File: src/rtl/rng_regif_pkg.sv
package rng_regif_pkg;

    localparam int unsigned REG_W   = 32;
    localparam int unsigned ADDR_W  = 7;
    localparam int unsigned IDX_W   = ADDR_W - 2;
    localparam int unsigned N_CAUSE = 7;

    // word indices (byte offset / 4)
    localparam int unsigned IDX_STATUS = 4;
    localparam int unsigned IDX_CTRL   = 5;
    localparam int unsigned IDX_CFG    = 6;
    localparam int unsigned IDX_ALARM  = 7;
    localparam int unsigned IDX_REV    = 31;

    localparam int unsigned EN_BIT     = 10;
    localparam int unsigned RMIN_W     = 8;
    localparam int unsigned RMAX_W     = 16;
    localparam int unsigned RMAX_LSB   = 16;
    localparam int unsigned ALARM_W    = 8;

    typedef enum logic [1:0] {
        FS_IDLE    = 2'd0,
        FS_FILL    = 2'd1,
        FS_PUBLISH = 2'd2,
        FS_HOLD    = 2'd3
    } fill_state_e;

endpackage

File: src/rtl/rng_word_buffer.sv
module rng_word_buffer
    import rng_regif_pkg::*;
#(
    parameter int unsigned NW = 4
) (
    input  logic                      clk,
    input  logic                      rst_n,
    input  logic                      enable,
    input  logic                      ready_clr,
    input  logic                      gen_valid,
    input  logic [REG_W-1:0]          gen_data,
    output logic                      gen_req,
    output logic                      ready,
    output logic [NW-1:0][REG_W-1:0]  words
);

    localparam int unsigned CW = (NW > 1) ? $clog2(NW) : 1;
    localparam logic [CW-1:0] LAST_IDX = CW'(NW - 1);

    fill_state_e state_q, state_d;
    logic [CW-1:0] idx_q;
    logic          accept;

    assign accept = (state_q == FS_FILL) && gen_valid;

    // state register
    always_ff @(posedge clk or negedge rst_n) begin
        if (!rst_n) state_q <= FS_IDLE;
        else        state_q <= state_d;
    end

    // next state
    always_comb begin
        state_d = state_q;
        unique case (state_q)
            FS_IDLE: begin
                if (enable) state_d = FS_FILL;
            end
            FS_FILL: begin
                if (!enable)                        state_d = FS_IDLE;
                else if (accept && idx_q == LAST_IDX) state_d = FS_PUBLISH;
            end
            FS_PUBLISH: begin
                if (!enable) state_d = FS_IDLE;
                else         state_d = FS_HOLD;
            end
            FS_HOLD: begin
                if (ready_clr) state_d = enable ? FS_FILL : FS_IDLE;
            end
            default: state_d = FS_IDLE;
        endcase
    end

    // outputs
    always_comb begin
        gen_req = 1'b0;
        ready   = 1'b0;
        unique case (state_q)
            FS_IDLE:    ;
            FS_FILL:    gen_req = 1'b1;
            FS_PUBLISH: ;
            FS_HOLD:    ready   = 1'b1;
            default:    ;
        endcase
    end

    // word index
    always_ff @(posedge clk or negedge rst_n) begin
        if (!rst_n) begin
            idx_q <= '0;
        end else if (state_q != FS_FILL) begin
            idx_q <= '0;
        end else if (accept) begin
            idx_q <= (idx_q == LAST_IDX) ? '0 : idx_q + CW'(1);
        end
    end

    // word storage, one register per word
    for (genvar w = 0; w < NW; w++) begin : g_word
        always_ff @(posedge clk or negedge rst_n) begin
            if (!rst_n)
                words[w] <= '0;
            else if (accept && idx_q == CW'(w))
                words[w] <= gen_data;
        end
    end

endmodule

File: src/rtl/rng_status_bits.sv
module rng_status_bits
    import rng_regif_pkg::*;
(
    input  logic               clk,
    input  logic               rst_n,
    input  logic [N_CAUSE-1:0] evt,
    input  logic [N_CAUSE-1:0] clr_mask,
    output logic [N_CAUSE-1:0] sts
);

    for (genvar c = 0; c < N_CAUSE; c++) begin : g_cause
        always_ff @(posedge clk or negedge rst_n) begin
            if (!rst_n)      sts[c] <= 1'b0;
            else if (evt[c]) sts[c] <= 1'b1;
            else if (clr_mask[c]) sts[c] <= 1'b0;
        end
    end

endmodule

File: src/rtl/rng_ctrl_regs.sv
module rng_ctrl_regs
    import rng_regif_pkg::*;
(
    input  logic               clk,
    input  logic               rst_n,
    input  logic               wr,
    input  logic [IDX_W-1:0]   idx,
    input  logic [REG_W-1:0]   wdata,
    output logic               gen_en,
    output logic [N_CAUSE-1:0] irq_en,
    output logic [RMIN_W-1:0]  refill_min,
    output logic [RMAX_W-1:0]  refill_max,
    output logic [ALARM_W-1:0] alarm_thr,
    output logic [REG_W-1:0]   ctrl_rd,
    output logic [REG_W-1:0]   cfg_rd,
    output logic [REG_W-1:0]   alarm_rd
);

    logic wr_ctrl, wr_cfg, wr_alarm;
    logic unused_wdata;

    assign wr_ctrl  = wr && (idx == IDX_W'(IDX_CTRL));
    assign wr_cfg   = wr && (idx == IDX_W'(IDX_CFG));
    assign wr_alarm = wr && (idx == IDX_W'(IDX_ALARM));
    assign unused_wdata = ^{wdata[15:11], wdata[9:8]};

    always_ff @(posedge clk or negedge rst_n) begin
        if (!rst_n) begin
            gen_en <= 1'b0;
            irq_en <= '0;
        end else if (wr_ctrl) begin
            gen_en <= wdata[EN_BIT];
            irq_en <= wdata[N_CAUSE:1];
        end
    end

    always_ff @(posedge clk or negedge rst_n) begin
        if (!rst_n) begin
            refill_min <= '0;
            refill_max <= '0;
        end else if (wr_cfg) begin
            refill_min <= wdata[RMIN_W-1:0];
            refill_max <= wdata[RMAX_LSB +: RMAX_W];
        end
    end

    always_ff @(posedge clk or negedge rst_n) begin
        if (!rst_n)        alarm_thr <= '0;
        else if (wr_alarm) alarm_thr <= wdata[ALARM_W-1:0];
    end

    always_comb begin
        ctrl_rd              = '0;
        ctrl_rd[EN_BIT]      = gen_en;
        ctrl_rd[N_CAUSE:1]   = irq_en;
        cfg_rd               = '0;
        cfg_rd[RMIN_W-1:0]   = refill_min;
        cfg_rd[RMAX_LSB +: RMAX_W] = refill_max;
        alarm_rd             = '0;
        alarm_rd[ALARM_W-1:0] = alarm_thr;
    end

endmodule

File: src/rtl/rng_regif.sv
module rng_regif
    import rng_regif_pkg::*;
#(
    parameter int unsigned NW        = 4,
    parameter int unsigned REV_MAJOR = 2,
    parameter int unsigned REV_MINOR = 1,
    parameter int unsigned REV_PATCH = 3
) (
    input  logic                  clk,
    input  logic                  rst_n,
    input  logic                  bus_wr,
    input  logic [ADDR_W-1:0]     bus_addr,
    input  logic [REG_W-1:0]      bus_wdata,
    output logic [REG_W-1:0]      bus_rdata,
    input  logic                  gen_valid,
    input  logic [REG_W-1:0]      gen_data,
    output logic                  gen_req,
    input  logic [N_CAUSE-1:0]    health_evt,
    output logic                  irq,
    output logic                  gen_enable,
    output logic [RMIN_W-1:0]     refill_min,
    output logic [RMAX_W-1:0]     refill_max,
    output logic [ALARM_W-1:0]    alarm_threshold
);

    localparam int unsigned CW = (NW > 1) ? $clog2(NW) : 1;
    localparam logic [REG_W-1:0] REV_WORD =
        {4'd0, 4'(REV_MAJOR), 4'(REV_MINOR), 4'(REV_PATCH), 16'd0};

    logic [IDX_W-1:0]          reg_idx;
    logic                      wr_status;
    logic                      ready_w, ready_clr_w;
    logic [N_CAUSE-1:0]        sts_w, irq_en_w, clr_mask_w;
    logic [NW-1:0][REG_W-1:0]  words_w;
    logic [REG_W-1:0]          ctrl_rd_w, cfg_rd_w, alarm_rd_w;
    logic                      unused_addr;

    assign reg_idx     = bus_addr[ADDR_W-1:2];
    assign unused_addr = ^bus_addr[1:0];
    assign wr_status   = bus_wr && (reg_idx == IDX_W'(IDX_STATUS));
    assign ready_clr_w = wr_status && bus_wdata[0];
    assign clr_mask_w  = wr_status ? bus_wdata[N_CAUSE:1] : '0;

    rng_ctrl_regs u_ctrl (
        .clk        (clk),
        .rst_n      (rst_n),
        .wr         (bus_wr),
        .idx        (reg_idx),
        .wdata      (bus_wdata),
        .gen_en     (gen_enable),
        .irq_en     (irq_en_w),
        .refill_min (refill_min),
        .refill_max (refill_max),
        .alarm_thr  (alarm_threshold),
        .ctrl_rd    (ctrl_rd_w),
        .cfg_rd     (cfg_rd_w),
        .alarm_rd   (alarm_rd_w)
    );

    rng_status_bits u_sts (
        .clk      (clk),
        .rst_n    (rst_n),
        .evt      (health_evt),
        .clr_mask (clr_mask_w),
        .sts      (sts_w)
    );

    rng_word_buffer #(.NW(NW)) u_buf (
        .clk       (clk),
        .rst_n     (rst_n),
        .enable    (gen_enable),
        .ready_clr (ready_clr_w),
        .gen_valid (gen_valid),
        .gen_data  (gen_data),
        .gen_req   (gen_req),
        .ready     (ready_w),
        .words     (words_w)
    );

    assign irq = |(sts_w & irq_en_w);

    always_comb begin
        bus_rdata = '0;
        case (reg_idx)
            IDX_W'(IDX_STATUS): bus_rdata = {{(REG_W-N_CAUSE-1){1'b0}}, sts_w, ready_w};
            IDX_W'(IDX_CTRL):   bus_rdata = ctrl_rd_w;
            IDX_W'(IDX_CFG):    bus_rdata = cfg_rd_w;
            IDX_W'(IDX_ALARM):  bus_rdata = alarm_rd_w;
            IDX_W'(IDX_REV):    bus_rdata = REV_WORD;
            default: begin
                if (int'(reg_idx) < NW) bus_rdata = words_w[reg_idx[CW-1:0]];
            end
        endcase
    end

endmodule

File: config.mk
export PLATFORM = sky130hd
export DESIGN_NAME = rng_regif
export DESIGN_NICKNAME = d
export VERILOG_FILES = /design/src/rtl/rng_regif_pkg.sv /design/src/rtl/rng_word_buffer.sv /design/src/rtl/rng_status_bits.sv /design/src/rtl/rng_ctrl_regs.sv /design/src/rtl/rng_regif.sv
export SDC_FILE = /design/constraint.sdc
export NUM_CORES = 1
export LEC_CHECK = 0
export BUFFER_PORTS_ARGS = -buffer_cell sky130_fd_sc_hd__buf_4
export CAP_MARGIN = 0
export CORE_ASPECT_RATIO = 1.2
export CORE_MARGIN = 2
export CORE_UTILIZATION = 58
export CTS_BUF_LIST = sky130_fd_sc_hd__clkbuf_16
export DETAILED_ROUTE_END_ITERATION = 6
export PLACE_DENSITY = 0.81
export SKIP_CTS_REPAIR_TIMING = 1
export SYNTH_ARGS = -nofsm -noshare
export SYNTH_HDL_FRONTEND = slang
export SYNTH_HIERARCHICAL = 1
export SYNTH_SLANG_ARGS = --single-unit
export TNS_END_PERCENT = 1
File: constraint.sdc
create_clock -name clk -period 2.1 [get_ports clk]
set_input_delay 0.315 -clock clk [delete_from_list [all_inputs] [get_ports clk]]
set_output_delay 0.315 -clock clk [all_outputs]
set_load 0.05 [all_outputs]
==> run_results.csv, run 1 <==
group,metric,value,unit
run_status,status,"complete, but fails checks",
run_status,violations,"setup timing",
drt,vias,5914,
global_routing,grt_start_max_net_pins,48,
drt,drc,0,
logic_synthesis,yosys_most_used_dff,"dfrtp_1",
global_routing,grt_overflow,0,
cells_and_area,final_cells,1033,
sta,max_freq,468.4,MHz
global_routing,top_usage_layer,"met2",
setup_path,cp.required,1780,ps
die,die-area,0.01787,mm²
setup_path,worstSetupPathType,"flop to output port",
clocking,numCtsBuffers,17,
logic_synthesis,ys_warn_count,6,
global_routing,grt_pass1_wl,34600,µm
place,dpl.cell_count,1000,
cells_and_area,area_delta_synth_final,15.74,%
cells_and_area,fin_nets,894,
logic_synthesis,syn_area_per_cell,14.01,µm²
logic_synthesis,synthCells,696,
sta,hold_viol_final,0,
logic_synthesis,yosys.cell_types.count,40,
die,initial_utilization,0.5969,
die,dieWidth,122.4,µm
die,core_area,0.01634,mm²
setup_path,end_kind,"output port",
drt,viasPerCell,5.725,
clocking,clk_path_buf_depth,2,
flow_run,max_cap_viol_count,0,
drt,wl_per_cell,20.89,µm
clocking,cts_root_buffer,"clkbuf_16",
place,numPortBuffers,139,
cells_and_area,final_layout_size_suffix_gt1_frac,0.5445,
power_and_ir_drop,p_leak,5.546,nW
logic_synthesis,synth_commonest_cells,"dfrtp_1 (179), mux2_2 (146), buf_4 (99)",
global_routing,use_met3,0.05859,
die,die_height,146.0,µm
sta,relSlewSlack,0.6662,
global_routing,grt_util_met2,0.4272,
clocking,cts_tree,"done",
drt,drtIter0Drc,320,
logic_synthesis,synth_top_area_cell,"dfrtp_1",
global_routing,grt_pass1_vias,6490,
place,globalplace.congestion,0.8563,
sta,worst_pin_slew,500.8,ps
logic_synthesis,async_flop_share,1.000,
die,num_io_pins,149,
logic_synthesis,yosysSeqAreaShare,0.4594,
hold_path,hold_depth,2,
global_routing,track_usage,0.2540,
global_routing,antenna_found_initial,0,
power_and_ir_drop,ir_drop,594.4,µV
logic_synthesis,synth_most_common_cell,"dfrtp_1",
cells_and_area,antenna_cells,0,
logic_synthesis,syn_area,0.009751,mm²
sta,final.setup.worst_slack,-35.07,ps
drt,postRouteAntennaNets,0,
drt,drtPass1Iterations,4,
setup_path,r2r_cells,5,
setup_path,worstPathMaxFanout,2,
die,rows,51,
cells_and_area,nFillCells,1086,
sta,min_period_over_period,1.017,
logic_synthesis,synth_top_cell_area_share,0.4594,
sta,fin_skew,4.459,ps
hold_path,min_path_type,"input pin to flop",
setup_path,cp-start-kind,"flop",
sta,final_max_slew_viol_count,0,
clocking,clkTransAtPathRegs,70,ps
drt,drt-total-wl,21580,µm
power_and_ir_drop,cellPowerDensity,916.3,mW/mm²
clocking,cts_htree_levels,4,
clocking,clkLatencyLatePin,430,ps
setup_path,arrival,1820,ps
logic_synthesis,synth_seq_cells,179,
sta,rsz0062_at_grt,"yes",
sta,finalSetupViolations,2,
logic_synthesis,synth_edf_count,0,
cells_and_area,post-route-util,0.6909,
sta,min_period,2135,ps
clocking,cts_sinks,179,
place,dp.final_hpwl,15480,µm
place,dp_slack,96.00,ps
global_routing,use_met1,0.3112,
logic_synthesis,synth_area_leaders,"dfrtp_1 (46%), mux2_2 (17%), mux4_2 (9.2%), buf_4 (7.6%), mux2_4 (6.6%)",
sequential cells by signal, indices dropped and copies added, names as in the netlist:
register           count
u_ctrl/gen_en          1
u_ctrl/alarm_thr       8
u_buf/idx_q            2
u_ctrl/refill_min      8
u_ctrl/irq_en          7
u_ctrl/refill_max     16
u_buf/state_q          2
u_buf/words          128
u_sts/sts              7
cell families (layout without fill, tap and decap cells):
| logic type | Yosys count | after routing | synth area share |
|---|---|---|---|
| fa+ha+maj | 4 | 4 | 0.005133 |
| buf+inv | 147 | 217 | 0.1104 |
| mux | 230 | 230 | 0.3282 |
| simple gates | 63 | 63 | 0.04568 |
| other cells | 1 | 56 | 0.0003846 |
| compound gates | 72 | 72 | 0.05082 |
| flops | 179 | 179 | 0.4594 |
critical path: stages, from the launching register on:
cell and delay [ps]:
dfrtp_1 380, and2_4 160, mux4_2 440, a22o_1 240, buf_6 160
power by group:
| group | internal (mW) | total, mW | switching [mW] |
|---|---|---|---|
| logic | 1.38 | 2.74 | 1.35 |
| clock network | 1.64 | 3.01 | 1.37 |
| registers | 4.15 | 4.59 | 0.447 |
| total | 7.17 | 10.3 | 3.17 |
cell usage in the layout (no fill, tap or decap), types with 8 or more instances in the layout:
master,count
dfrtp_1,179
o21ai_1,15
inv_1,12
a22oi_1,25
a22o_1,8
buf_6,8
buf_12,14
mux2_2,146
clkbuf_16,17
mux2_4,43
buf_4,151
conb_1,56
and2_1,9
nand2_1,26
mux4_2,40
metrics by stage:
stage,TNS (ps),hold slack (ps),area (µm²),power [mW]
CTS,-224.0,-155.9,11230,10.38
detailed placement,0,297.7,10670,7.352
floorplan,-262.3,19.41,9957,6.734
global placement,0,292.1,10670,7.163
finish,-43.43,58.42,11290,10.34
global route,-191.1,43.43,11290,10.77
metal layers:
layer	share of wire	vias up
li1	-	2609
met1	0.39	3089
met2	0.52	174
met3	0.057	42
met4	0.031	0
met5	0	-
path summary, 6_finish.rpt:
path | slack [ps] | to | start
setup reg to reg | 240 | u_buf/words[95]$_DFFE_PN0P_ | u_buf/idx_q[0]$_DFFE_PN0P_
min in group asynchronous | 400 | u_ctrl/refill_max[13]$_DFFE_PN0P_ | rst_n
max in group asynchronous | 1070 | u_buf/words[81]$_DFFE_PN0P_ | rst_n
hold / removal | 60 | u_sts/sts[4]$_DFFE_PN0P_ | health_evt[4]
hold reg to reg | 500 | u_buf/words[77]$_DFFE_PN0P_ | u_buf/words[77]$_DFFE_PN0P_
setup / recovery | -40 | bus_rdata[0] | u_buf/state_q[1]$_DFFE_PN0P_
layout make-up:
cell class | instances | area, µm² | share of cell area
repair buffers | 174 | 1514 | 0.1341
clock inverters | 15 | 130.1 | 0.01153
multi-input cells | 425 | 4431 | 0.3926
flip-flops and latches | 179 | 4479 | 0.3969
well taps | 212 | 265.3 | 0.02350
inverters | 11 | 41.29 | 0.003659
clock buffers | 17 | 425.4 | 0.03769
Note: power is estimated with default switching activity, not from simulation.
==> inputs of run 2 (changes only) <==
ABC_AREA = 1   (was unset)
CORE_MARGIN = unset   (was 2)
CORE_UTILIZATION = 53   (was 58)
PLACE_DENSITY = 0.78   (was 0.81)
clock period = 1.8 ns   (was 2.1 ns; I/O delays follow)
==> run 2 against run 1 <==
Effect of this change:
- the flow finishes with violations (DRC)
- highest routed layer unchanged
- sequential share of layout area is 2.0 points lower
- area after synthesis is 5.5% higher
- first-iteration DRC count rose to 3.0 times the previous value
- critical path type is now input pin to output port
- critical path depth increased by 6
- design area increased by 5.3%
==> run_results.csv, run 2 <==
group,metric,value,unit
clocking,clkTransAtPathRegs,70,ps
global_routing,antenna_found_initial,0,
global_routing,grt_pass1_vias,8832,
cells_and_area,final_cells,1754,
die,die-area,0.01998,mm²
cells_and_area,largest_register_ffs,128,
drt,drtPass1Iterations,7,
die,initial_utilization,0.5438,
drt,drc,20,
hold_path,min_path_type,"input pin to flop",
cells_and_area,fin_area,0.01188,mm²
drt,vias,9437,
sta,finalSetupViolations,0,
global_routing,grt_start_max_net_pins,93,
power_and_ir_drop,cellPowerDensity,1089,mW/mm²
clocking,cts_htree_levels,4,
logic_synthesis,synth_commonest_cells,"nand2_1 (675), dfrtp_1 (179), nand3_1 (168)",
logic_synthesis,ys_warn_count,6,
clocking,clk_path_buf_depth,2,
setup_path,arrival,1500,ps
place,dpl.cell_count,1718,
clocking,cts_tree,"done",
global_routing,use_met1,0.3804,
place,dp.final_hpwl,17900,µm
drt,postRouteAntennaNets,0,
place,dp_slack,27.65,ps
setup_path,cp-start-kind,"input pin",
logic_synthesis,synthCells,1404,
logic_synthesis,synth_seq_cells,179,
place,globalplace.congestion,0.8330,
place,numPortBuffers,139,
cells_and_area,top_regs,"u_buf/words x128, u_ctrl/refill_max x16",
drt,wl_per_cell,15.83,µm
logic_synthesis,async_flop_share,1.000,
global_routing,grt_util_met2,0.4585,
power_and_ir_drop,ir_drop,772.9,µV
cells_and_area,final_layout_size_suffix_gt1_frac,0.1689,
logic_synthesis,yosys_most_used_dff,"dfrtp_1",
sta,max_freq,564.0,MHz
place,placed_area,0.01115,mm²
sta,worst_pin_slew,526.6,ps
drt,viasPerCell,5.380,
clocking,cts_root_buffer,"clkbuf_16",
cells_and_area,final_cell_mix,"nand2_1 (670), dfrtp_1 (176), nand3_1 (168), buf_4 (156), nand4_1 (107)",
sta,hold_viol_final,0,
logic_synthesis,yosysSeqAreaShare,0.4353,
die,dieWidth,129.2,µm
cells_and_area,area_delta_synth_final,15.45,%
sta,final.setup.worst_slack,26.82,ps
cells_and_area,layout_commonest_cell,"nand2_1",
global_routing,grt_pass1_wl,44120,µm
global_routing,use_met3,0.04843,
cells_and_area,nFillCells,1657,
power_and_ir_drop,p_leak,6.555,nW
drt,drtIter0Drc,975,
flow_run,max_cap_viol_count,0,
logic_synthesis,synth_top_cell_area_share,0.4353,
logic_synthesis,syn_area_per_cell,7.330,µm²
setup_path,worstSetupPathType,"input pin to output port",
global_routing,track_usage,0.2831,
sta,min_period_over_period,0.9851,
die,die_height,154.6,µm
die,core_area,0.01892,mm²
cells_and_area,antenna_cells,0,
sta,fin_skew,12.69,ps
logic_synthesis,synth_top_area_cell,"dfrtp_1",
setup_path,end_kind,"output port",
sta,rsz0062_at_grt,"yes",
sta,final_max_slew_viol_count,0,
logic_synthesis,synth_most_common_cell,"nand2_1",
clocking,cts_sinks,179,
drt,drt-total-wl,27760,µm
logic_synthesis,syn_area,0.01029,mm²
global_routing,top_usage_layer,"met2",
cells_and_area,fin_nets,1571,
setup_path,cp.required,1530,ps
logic_synthesis,synth_area_leaders,"dfrtp_1 (44%), nand2_1 (25%), nand3_1 (8.2%), buf_4 (7.7%), nand4_1 (6.5%)",
die,num_io_pins,149,
run_status,violations,"DRC",
logic_synthesis,synth_edf_count,0,
run_status,status,"complete, but fails checks",
sta,relSlewSlack,0.6481,
cells_and_area,top_register,"u_buf/words",
clocking,clkLatencyLatePin,440,ps
global_routing,grt_overflow,0,
sta,min_period,1773,ps
die,rows,55,
logic_synthesis,yosys.cell_types.count,21,
setup_path,worstPathMaxFanout,8,
cells_and_area,post-route-util,0.6278,
clocking,numCtsBuffers,17,
[run 2: cell types whose count changed in the layout (fill, tap and decap cells not counted), sizes merged, moves of 31 or more]
cell / change
inv: +37
mux2: -189
mux4: -40
nand2: +649
nand3: +167
nand4: +107
nor2: +31
[run 2: where the power goes]
part | total [mW] | switching (mW) | internal, mW
Combinational | 3.70 | 2.48 | 1.21
Sequential | 5.52 | 0.596 | 4.93
Clock | 3.72 | 1.75 | 1.97
Total | 12.9 | 4.83 | 8.11
[run 2: layout make-up]
type | instances | area, µm² | area share
clock buffers | 17 | 425.4 | 0.03580
clock inverters | 15 | 157.7 | 0.01327
inverters | 46 | 172.7 | 0.01453
multi-input cells | 1048 | 4578 | 0.3853
flip-flops and latches | 179 | 4483 | 0.3773
well taps | 256 | 320.3 | 0.02696
repair buffers | 193 | 1744 | 0.1468
[run 2: logic make-up after synthesis]
family	after synthesis	synth area share
adder cells (fa/ha/maj)	4	0.004863
other	1	0.0003644
flip-flops	179	0.4353
AND/OR/NAND/NOR	987	0.4164
AO/OA/AOI/OAI	1	0.0004859
buffers and inverters	232	0.1426
[run 2: layer usage]
metal / wire length, µm / vias to the layer above
met4: 495 / 0
li1: - / 4528
met1: 11580 / 4462
met3: 2311 / 43
met5: 0 / -
met2: 13380 / 404
[run 2: critical path, cell delays in order]
cell,delay [ps]
buf_4,130
inv_1,80
nor2_4,180
buf_12,160
buf_12,120
nand2_1,50
nand4_1,160
nand2_1,100
nand2_1,90
buf_6,160
[run 2: final timing paths]
kind                                         startpoint                            to  slack (ps)  depth (start not counted)
setup / recovery                            bus_addr[3]                 bus_rdata[29]          30                         10
setup reg to reg           u_buf/state_q[1]$_DFFE_PN0P_   u_buf/words[82]$_DFFE_PN0P_         370                          6
hold / removal                            health_evt[5]      u_sts/sts[5]$_DFFE_PN0P_          20                          3
min in group asynchronous                         rst_n    u_buf/words[4]$_DFFE_PN0P_         350                          2
hold reg to reg            u_buf/words[111]$_DFFE_PN0P_  u_buf/words[111]$_DFFE_PN0P_         480                          2
max in group asynchronous                         rst_n     u_ctrl/gen_en$_DFFE_PN0P_         760                          3
[run 2: through the flow]
stage | hold slack [ps] | TNS (ps) | total power, mW
2_1_floorplan | -25.59 | 0 | 8.283
3_3_place_gp | 249.8 | 0 | 9.064
3_5_place_dp | 251.8 | 0 | 9.161
4_1_cts | -216.4 | -35.70 | 12.89
5_1_grt | 11.81 | -127.8 | 13.59
6_report | 15.17 | 0 | 12.94
==> inputs of run 3 (changes only) <==
ABC_AREA = unset   (was 1)
CORE_UTILIZATION = 52   (was 53)
PLACE_DENSITY = 0.77   (was 0.78)
clock period = 1.55 ns   (was 1.8 ns; I/O delays follow)
==> run 3 against run 2 <==
Effect of this change:
- the flow finishes with violations (setup timing)
- clock skew decreased by 4.4 ps
- largest cell class unchanged
- design area is 3.9% higher
- utilization is 4.9 points higher
- sequential share of layout area down 1.4 points
- highest routed layer unchanged
- register-to-register slack got worse by 350 ps
- total power up 18%
- wire length fell by 17%
==> run_results.csv, run 3 (synthesized netlist as in run 1, its figures left out) <==
group,metric,value,unit
run_status,status,"complete, but fails checks",
run_status,violations,"setup timing",
setup_path,cp-start-kind,"flop",
die,initial_utilization,0.5345,
sta,rsz0062_at_grt,"yes",
clocking,cts_htree_levels,4,
sta,hold_viol_final,0,
setup_path,worst_path_largest_cell_delay,460,ps
sta,final.setup.worst_slack,-513.6,ps
setup_path,end_kind,"output port",
sta,min_period_over_period,1.331,
hold_path,min_path_type,"input pin to flop",
drt,postRouteAntennaNets,0,
global_routing,grt_pass1_vias,6688,
place,dp_slack,-291.8,ps
clocking,clk_path_buf_depth,2,
setup_path,cp.required,1320,ps
cells_and_area,area_delta_synth_final,26.59,%
cells_and_area,fin_area,0.01234,mm²
clocking,numCtsBuffers,17,
drt,wl_per_cell,20.86,µm
die,die-area,0.01931,mm²
sta,min_period,2064,ps
drt,drc,0,
place,placed_area,0.01135,mm²
global_routing,grt_start_max_net_pins,53,
cells_and_area,largest_register_ffs,128,
place,dpl.cell_count,1056,
die,rows,54,
cells_and_area,final_cell_mix,"dfrtp_1 (177), buf_4 (161), mux2_2 (146), conb_1 (56), mux2_4 (43)",
die,num_io_pins,149,
cells_and_area,layout_commonest_cell,"dfrtp_1",
clocking,clkLatencyLatePin,430,ps
power_and_ir_drop,ir_drop,826.0,µV
cells_and_area,post-route-util,0.6766,
sta,finalSetupViolations,34,
cells_and_area,top_regs,"u_buf/words x128, u_ctrl/refill_max x16",
power_and_ir_drop,cellPowerDensity,1233,mW/mm²
drt,viasPerCell,5.512,
die,core_area,0.01824,mm²
place,globalplace.congestion,0.8225,
cells_and_area,nFillCells,1298,
global_routing,track_usage,0.2493,
cells_and_area,final_layout_size_suffix_gt1_frac,0.6289,
die,dieWidth,127.0,µm
global_routing,grt_overflow,0,
drt,drtPass1Iterations,6,
setup_path,arrival,1830,ps
die,die_height,152.0,µm
clocking,clkTransAtPathRegs,70,ps
setup_path,crit_slowest_cell,"mux4_2",
clocking,cts_tree,"done",
setup_path,crit_chain,"and2_4 > mux4_2 > a22o_4 > buf_8",
drt,drtIter0Drc,290,
place,dp.final_hpwl,16450,µm
drt,drt-total-wl,22910,µm
setup_path,worstSetupPathType,"flop to output port",
sta,fin_skew,8.309,ps
cells_and_area,top_register,"u_buf/words",
cells_and_area,fin_nets,946,
clocking,cts_sinks,179,
global_routing,antenna_found_initial,1,
cells_and_area,final_cells,1098,
place,numPortBuffers,139,
clocking,cts_root_buffer,"clkbuf_16",
sta,max_freq,484.6,MHz
flow_run,max_cap_viol_count,0,
sta,final_max_slew_viol_count,0,
power_and_ir_drop,p_leak,6.019,nW
global_routing,grt_pass1_wl,36590,µm
drt,vias,6052,
setup_path,worstPathMaxFanout,2,
[run 3: cell types whose count changed in the layout (fill, tap and decap cells not counted), sizes merged, moves of 8 or more]
cell   change
and2      +10
nand4    -107
a22o       +8
inv       -38
nand3    -167
o21ai     +19
mux2     +189
buf       +27
nand2    -649
a22oi     +25
mux4      +40
nor2      -31
[run 3: final cells by class]
class	count	area (µm²)	share of cell area
flip-flops and latches	179	4482	0.3631
diodes	1	2.502	0.0002027
clock inverters	15	246.5	0.01997
well taps	224	280.3	0.02271
clock buffers	17	425.4	0.03447
multi-input cells	425	4738	0.3839
repair buffers	226	2127	0.1723
inverters	11	41.29	0.003345
[run 3: final timing paths]
kind	start	to	slack [ps]	cells past startpoint
min reg2reg	u_buf/words[110]$_DFFE_PN0P_	u_buf/words[110]$_DFFE_PN0P_	500	1
max reg2reg	u_buf/idx_q[0]$_DFFE_PN0P_	u_buf/words[65]$_DFFE_PN0P_	20	5
min in group asynchronous	rst_n	u_buf/words[2]$_DFFE_PN0P_	250	2
max	u_buf/state_q[0]$_DFFE_PN0P_	bus_rdata[0]	-510	4
min	bus_wdata[29]	u_ctrl/refill_max[13]$_DFFE_PN0P_	30	2
max in group asynchronous	rst_n	u_buf/idx_q[0]$_DFFE_PN0P_	690	3
[run 3: power breakdown]
| group | switching [mW] | internal, mW | total, mW |
|---|---|---|---|
| clock network | 1.86 | 3.04 | 4.91 |
| registers | 0.564 | 5.62 | 6.18 |
| logic | 2.02 | 2.12 | 4.14 |
[run 3: per-stage QoR]
step	hold slack [ps]	TNS, ps	total power, mW
2_1_floorplan	-63.09	-2295	9.213
3_3_place_gp	131.6	-10940	10.02
3_5_place_dp	136.0	-11590	10.26
4_1_cts	-324.7	-13470	15.19
5_1_grt	15.99	-12510	15.82
6_report	27.83	-10930	15.22
[run 3: routing by layer]
| metal | global-route usage | routed length [µm] |
|---|---|---|
| met4 | 0.09807 | 588 |
| met5 | 0 | 0 |
| met3 | 0.04648 | 840 |
| met2 | 0.4367 | 12110 |
| met1 | 0.3028 | 9367 |
[run 3: worst max-delay path, delay by kind of cell (launching register included)]
family,cells,cell delay [ps]
buf+inv,1,150
compound gates,1,260
simple gates,1,160
flops,1,380
mux,1,460
